## src/rtl/sertx_pkg.sv

```systemverilog
package sertx_pkg;

  typedef enum logic [1:0] {
    WM_BYTE  = 2'd0,
    WM_HALF  = 2'd1,
    WM_FULL  = 2'd2,
    WM_FULLB = 2'd3
  } wmode_t;

  // number of upper bytes sent for a mode, limited to the word's byte count
  function automatic int unsigned mode_bytes(input logic [1:0] m, input int unsigned max_b);
    int unsigned b;
    b = int'(m) + 1;
    return (b > max_b) ? max_b : b;
  endfunction

endpackage

```

## src/rtl/sertx_holdreg.sv

```systemverilog
module sertx_holdreg #(
  parameter int DATA_W = 24
) (
  input  logic              clk,
  input  logic              rst_n,
  input  logic              clr,
  input  logic              load,
  input  logic              core_we,
  input  logic [DATA_W-1:0] core_d,
  input  logic              dma_we,
  input  logic [DATA_W-1:0] dma_d,
  output logic [DATA_W-1:0] hold_q,
  output logic              empty_q
);

  logic [DATA_W-1:0] hold_d;
  logic              empty_d;
  logic              hold_en;

  always_comb begin
    hold_d  = hold_q;
    empty_d = empty_q;
    if (clr) begin
      hold_d  = '0;
      empty_d = 1'b1;
    end else begin
      if (load) empty_d = 1'b1;
      if (core_we) begin
        hold_d  = core_d;
        empty_d = 1'b0;
      end else if (dma_we) begin
        hold_d  = dma_d;
        empty_d = 1'b0;
      end
    end
  end

  assign hold_en = clr | core_we | dma_we;

  always_ff @(posedge clk or negedge rst_n) begin
    if (!rst_n) begin
      hold_q <= '0;
    end else if (hold_en) begin
      hold_q <= hold_d;
    end
  end

  always_ff @(posedge clk or negedge rst_n) begin
    if (!rst_n) begin
      empty_q <= 1'b1;
    end else begin
      empty_q <= empty_d;
    end
  end

endmodule

```

## src/rtl/sertx_shifter.sv

```systemverilog
module sertx_shifter
  import sertx_pkg::*;
#(
  parameter int DATA_W = 24,
  parameter int BYTE_W = 8
) (
  input  logic              clk,
  input  logic              rst_n,
  input  logic              clr,
  input  logic              load,
  input  logic [1:0]        mode,
  input  logic [DATA_W-1:0] hold_q,
  input  logic              bit_tick,
  output logic              ser_data,
  output logic              active_q
);

  localparam int NBYTES = DATA_W / BYTE_W;
  localparam int CNT_W  = $clog2(DATA_W + 1);

  logic [DATA_W-1:0] masked;
  logic [NBYTES-1:0] keep;
  logic [CNT_W-1:0]  nbits;
  logic [DATA_W-1:0] sh_q, sh_d;
  logic [CNT_W-1:0]  cnt_q, cnt_d;
  logic              active_d;
  logic              sh_en;

  always_comb begin
    nbits = CNT_W'(mode_bytes(mode, NBYTES) * BYTE_W);
  end

  // byte b counts down from the top of the word
  for (genvar b = 0; b < NBYTES; b++) begin : g_bytesel
    assign keep[b] = (b < int'(mode_bytes(mode, NBYTES)));
    assign masked[DATA_W-1-b*BYTE_W -: BYTE_W] =
      keep[b] ? hold_q[DATA_W-1-b*BYTE_W -: BYTE_W] : '0;
  end

  always_comb begin
    sh_d     = sh_q;
    cnt_d    = cnt_q;
    active_d = active_q;
    if (clr) begin
      sh_d     = '0;
      cnt_d    = '0;
      active_d = 1'b0;
    end else if (load) begin
      sh_d     = masked;
      cnt_d    = nbits;
      active_d = 1'b1;
    end else if (active_q && bit_tick) begin
      sh_d  = {sh_q[DATA_W-2:0], 1'b0};
      cnt_d = cnt_q - CNT_W'(1);
      if (cnt_q == CNT_W'(1)) active_d = 1'b0;
    end
  end

  assign sh_en = clr | load | (active_q & bit_tick);

  always_ff @(posedge clk or negedge rst_n) begin
    if (!rst_n) begin
      sh_q     <= '0;
      cnt_q    <= '0;
      active_q <= 1'b0;
    end else if (sh_en) begin
      sh_q     <= sh_d;
      cnt_q    <= cnt_d;
      active_q <= active_d;
    end
  end

  assign ser_data = active_q & sh_q[DATA_W-1];

endmodule

```

## src/rtl/wsel_tx_reg.sv

```systemverilog
module wsel_tx_reg #(
  parameter int DATA_W = 24,
  parameter int BYTE_W = 8
) (
  input  logic              clk,
  input  logic              rst_n,
  input  logic              sw_rst,
  input  logic              blk_rst,
  input  logic              stop_mode,
  input  logic              wr_core_en,
  input  logic [DATA_W-1:0] wr_core_data,
  input  logic              wr_dma_en,
  input  logic [DATA_W-1:0] wr_dma_data,
  input  logic [1:0]        word_mode,
  input  logic              tx_ie,
  input  logic              frame_sync,
  input  logic              bit_tick,
  output logic              tx_empty,
  output logic              tx_irq,
  output logic              ser_data,
  output logic              ser_active
);

  logic              clr;
  logic [DATA_W-1:0] hold_q;

  assign clr = sw_rst | blk_rst | stop_mode;

  sertx_holdreg #(.DATA_W(DATA_W)) u_hold (
    .clk     (clk),
    .rst_n   (rst_n),
    .clr     (clr),
    .load    (frame_sync),
    .core_we (wr_core_en),
    .core_d  (wr_core_data),
    .dma_we  (wr_dma_en),
    .dma_d   (wr_dma_data),
    .hold_q  (hold_q),
    .empty_q (tx_empty)
  );

  sertx_shifter #(.DATA_W(DATA_W), .BYTE_W(BYTE_W)) u_shift (
    .clk      (clk),
    .rst_n    (rst_n),
    .clr      (clr),
    .load     (frame_sync),
    .mode     (word_mode),
    .hold_q   (hold_q),
    .bit_tick (bit_tick),
    .ser_data (ser_data),
    .active_q (ser_active)
  );

  assign tx_irq = tx_empty & tx_ie;

endmodule

```

## config.mk

```make
export PLATFORM = sky130hd
export DESIGN_NAME = wsel_tx_reg
export DESIGN_NICKNAME = d
export VERILOG_FILES = /design/src/rtl/sertx_pkg.sv /design/src/rtl/sertx_holdreg.sv /design/src/rtl/sertx_shifter.sv /design/src/rtl/wsel_tx_reg.sv
export SDC_FILE = /design/constraint.sdc
export NUM_CORES = 1
export LEC_CHECK = 0
export ABC_AREA = 1
export ABC_CLOCK_PERIOD_IN_PS = 1600
export BUFFER_PORTS_ARGS = -buffer_cell sky130_fd_sc_hd__buf_4
export CORE_ASPECT_RATIO = 0.75
export CORE_MARGIN = 3
export CORE_UTILIZATION = 53
export DETAILED_ROUTE_END_ITERATION = 16
export GPL_TIMING_DRIVEN = 0
export PLACE_DENSITY = 0.82
export SYNTH_ARGS = -nofsm -noshare
export SYNTH_HDL_FRONTEND = slang
export SYNTH_SLANG_ARGS = --single-unit
```

## constraint.sdc

```tcl
create_clock -name clk -period 1.6 [get_ports clk]
set_input_delay 0 -clock clk [delete_from_list [all_inputs] [get_ports clk]]
set_output_delay 0 -clock clk [all_outputs]
set_load 0.02 [all_outputs]
```

==> impl_metrics.json <==
{
  "start_util_pct": 57.67,
  "num_rows": 21,
  "power.leakage_nw": 1.846,
  "rsz0062_at_grt": "no",
  "maxSlewHeadroom_pct": 54.02,
  "fin_crit_ns": 1.466,
  "cts-root-buf": "clkbuf_8",
  "worstMarginPinSlew_ns": 0.6897,
  "synth_seq_cells": 55,
  "critPathMaxStageDelay_ns": 0.39,
  "crit_chain": "nand2_1 -> nand2_2 -> clkbuf_1 -> o21ai_0",
  "num_vias": 2734,
  "vias_per_cell": 5.768,
  "hold_violations": 0,
  "hold_class": "primary input to register",
  "setup_viol": 0,
  "place_hpwl_mm": 4.613,
  "areaGrowthSynthToFinish_pct": 38.84,
  "timing.final.crit_share_pct": 91.65,
  "yosysTopAreaCellShare_pct": 49.82,
  "cp.required_ns": 1.78,
  "num-nets-final": 478,
  "max_cap_viol_count": 0,
  "slew_viol_final": 0,
  "die-height_um": 67.96,
  "n_antenna_cell": 0,
  "timing.rr.start": "u_shift.active_q",
  "timing.hold.ws_ns": 0.008540,
  "synth.area.top_cells": "dfrtp_1 (50%), nand2_1 (9.3%), mux2i_1 (8.5%), o21ai_0 (5.9%), o22ai_1 (5.3%)",
  "setup-tns-final_ns": 0,
  "io_pins": 64,
  "cts_resized": 0,
  "worstSkewPairLatency_ns": 0.32,
  "grt_max_degree": 56,
  "port_buffers": 62,
  "cts_tree": "built",
  "route.antenna.remaining_nets": 0,
  "cts_max_level": 2,
  "drt_iter0_drc": 240,
  "avgSynthCellArea_um2": 8.923,
  "cts_inserted_buffers": 5,
  "crit_start": "u_shift.active_q",
  "critical_path.max_fanout": 10,
  "min_from": "wr_core_data[22]",
  "antenna_found_initial": 0,
  "cts_sinks": 55,
  "end_kind": "register",
  "clk_path_buf_depth": 2,
  "ys_warn_count": 0,
  "grt_pass1_wl_mm": 12.76,
  "critPathLaunchType": "register",
  "avgRoutedWirePerCell_um": 16.90,
  "cts-hold-fix-buffers": 43,
  "core-area_mm2": 0.004703,
  "mostFrequentLayoutCells": "nand2_1 (67), buf_4 (64), dfrtp_1 (54)",
  "final_common_cell": "nand2_1",
  "layout-drive-gt1-share_pct": 22.54,
  "worst-setup-path-type": "register to register",
  "grt_pass1_vias": 2703,
  "synth_area_leader_cell": "dfrtp_1",
  "fmax_mhz": 681.9,
  "fin_skew_ns": 0.01267,
  "grt_remaining_overflow": 0,
  "arrival_ns": 1.64,
  "fillers": 279,
  "cts_setup_buffers": 0,
  "drt_wl_total_mm": 8.010,
  "grtUsageTotal_pct": 28.32,
  "p_per_area_mw_per_mm2": 702.8,
  "netlist_instances": 304,
  "place_congestion": 0.8369,
  "die_w_um": 88.61,
  "seq_area_frac_synth_pct": 50.78,
  "fin_util_pct": 80.07,
  "dr.pass1.iters": 5,
  "syn_nets": 366,
  "status": "finished, final reports clean",
  "netlist_area_mm2": 0.002713,
  "clk_pin_slew_worst_paths_ns": 0.10,
  "drc": 0,
  "slowest_stage": "dfrtp_1",
  "dieArea_mm2": 0.006021,
  "ir_drop_mv": 0.4626,
  "synth_cell_types": 28
}
[where the power goes]
part	total (W)	switching, W	internal, W
sequential	0.00143	0.0000133	0.00142
combinational	0.000450	0.000205	0.000245
clock	0.000768	0.000458	0.000310
total	0.00265	0.000677	0.00197
[cell families after synthesis]
family	Yosys count	share of synthesized area, %
AO/OA/AOI/OAI	70	14.62
multiplexers	23	8.487
AND/OR/NAND/NOR	105	17.16
adder cells (fa/ha/maj)	2	0.9224
flip-flops	55	50.78
buffers and inverters	49	8.026
[flip-flops by register name (all words and copies together) (netlist names)]
register,cells
u_shift.sh_q,24
u_shift.active_q,1
u_hold.hold_q,24
u_hold.empty_q,1
u_shift.cnt_q,5
[cell usage after synthesis]
library cell,number
nor2_4,3
dfrtp_1,54
nand3_1,17
o21ai_2,1
buf_2,8
buf_4,2
mux2i_1,23
nor3_1,1
o21ai_1,3
inv_1,33
nand3b_1,1
nor2_1,9
clkbuf_1,1
nand2_2,2
o21ai_0,32
nand2_1,67
a21oi_4,1
dfstp_2,1
nor2_2,1
nand2_4,1
nand4_1,3
ha_1,2
a21oi_1,9
o31ai_1,1
clkinv_2,1
buf_6,2
inv_2,2
o22ai_1,23
[worst max-delay path, delay by kind of cell, from the launching register on]
family / cells / cell delay, ns
and+or+nand+nor: 2 / 0.43
DFF: 1 / 0.39
buffers and inverters: 1 / 0.35
AOI/OAI and AO/OA: 1 / 0.17
[per-layer routing]
layer / routed length (um) / vias to the layer above / share of wire [%] / global-route usage [%]
met5: 0 / - / 0 / 0
met4: 236 / 0 / 2.9 / 12.83
met3: 482 / 29 / 6.0 / 5.776
met2: 3957 / 127 / 49 / 48.60
met1: 3333 / 1341 / 42 / 34.72
li1: - / 1237 / - / -
[through the flow]
step | cells | instance area [um^2] | total power (W) | setup slack (ns)
2_1_floorplan | 304 | 2713 | 0.001601 | 0.2660
3_3_place_gp | 423 | 3249 | 0.001778 | 0.2040
3_5_place_dp | 423 | 3249 | 0.001787 | 0.1832
4_1_cts | 474 | 3766 | 0.002620 | 0.1835
5_1_grt | 474 | 3766 | 0.002748 | 0.03795
6_report | 474 | 3766 | 0.002647 | 0.1335
[worst paths after layout]
kind	to	slack [ns]	cells after the start
worst max-delay path	u_shift.sh_q[6]	0.13	4
min in group asynchronous	u_shift.sh_q[14]	0.27	2
max in group asynchronous	u_shift.sh_q[11]	0.87	2
worst max register to register	u_shift.sh_q[6]	0.13	4
worst min-delay path	u_hold.hold_q[22]	0.009	3
worst min register to register	u_shift.sh_q[12]	0.48	2
[layout make-up]
type                       count  area, um^2  area share (%)
sequential                    55        1378           36.58
multi-input combinational    200        1117           29.67
timing repair buffer         105       895.9           23.79
inverter                      36       136.4           3.621
buffer                        13       81.33           2.159
clock buffer                   6       72.57           1.927
tap                           57       71.32           1.894
clock inverter                 2       13.76          0.3654
No activity file was read; power rests on OpenSTA's default activity.
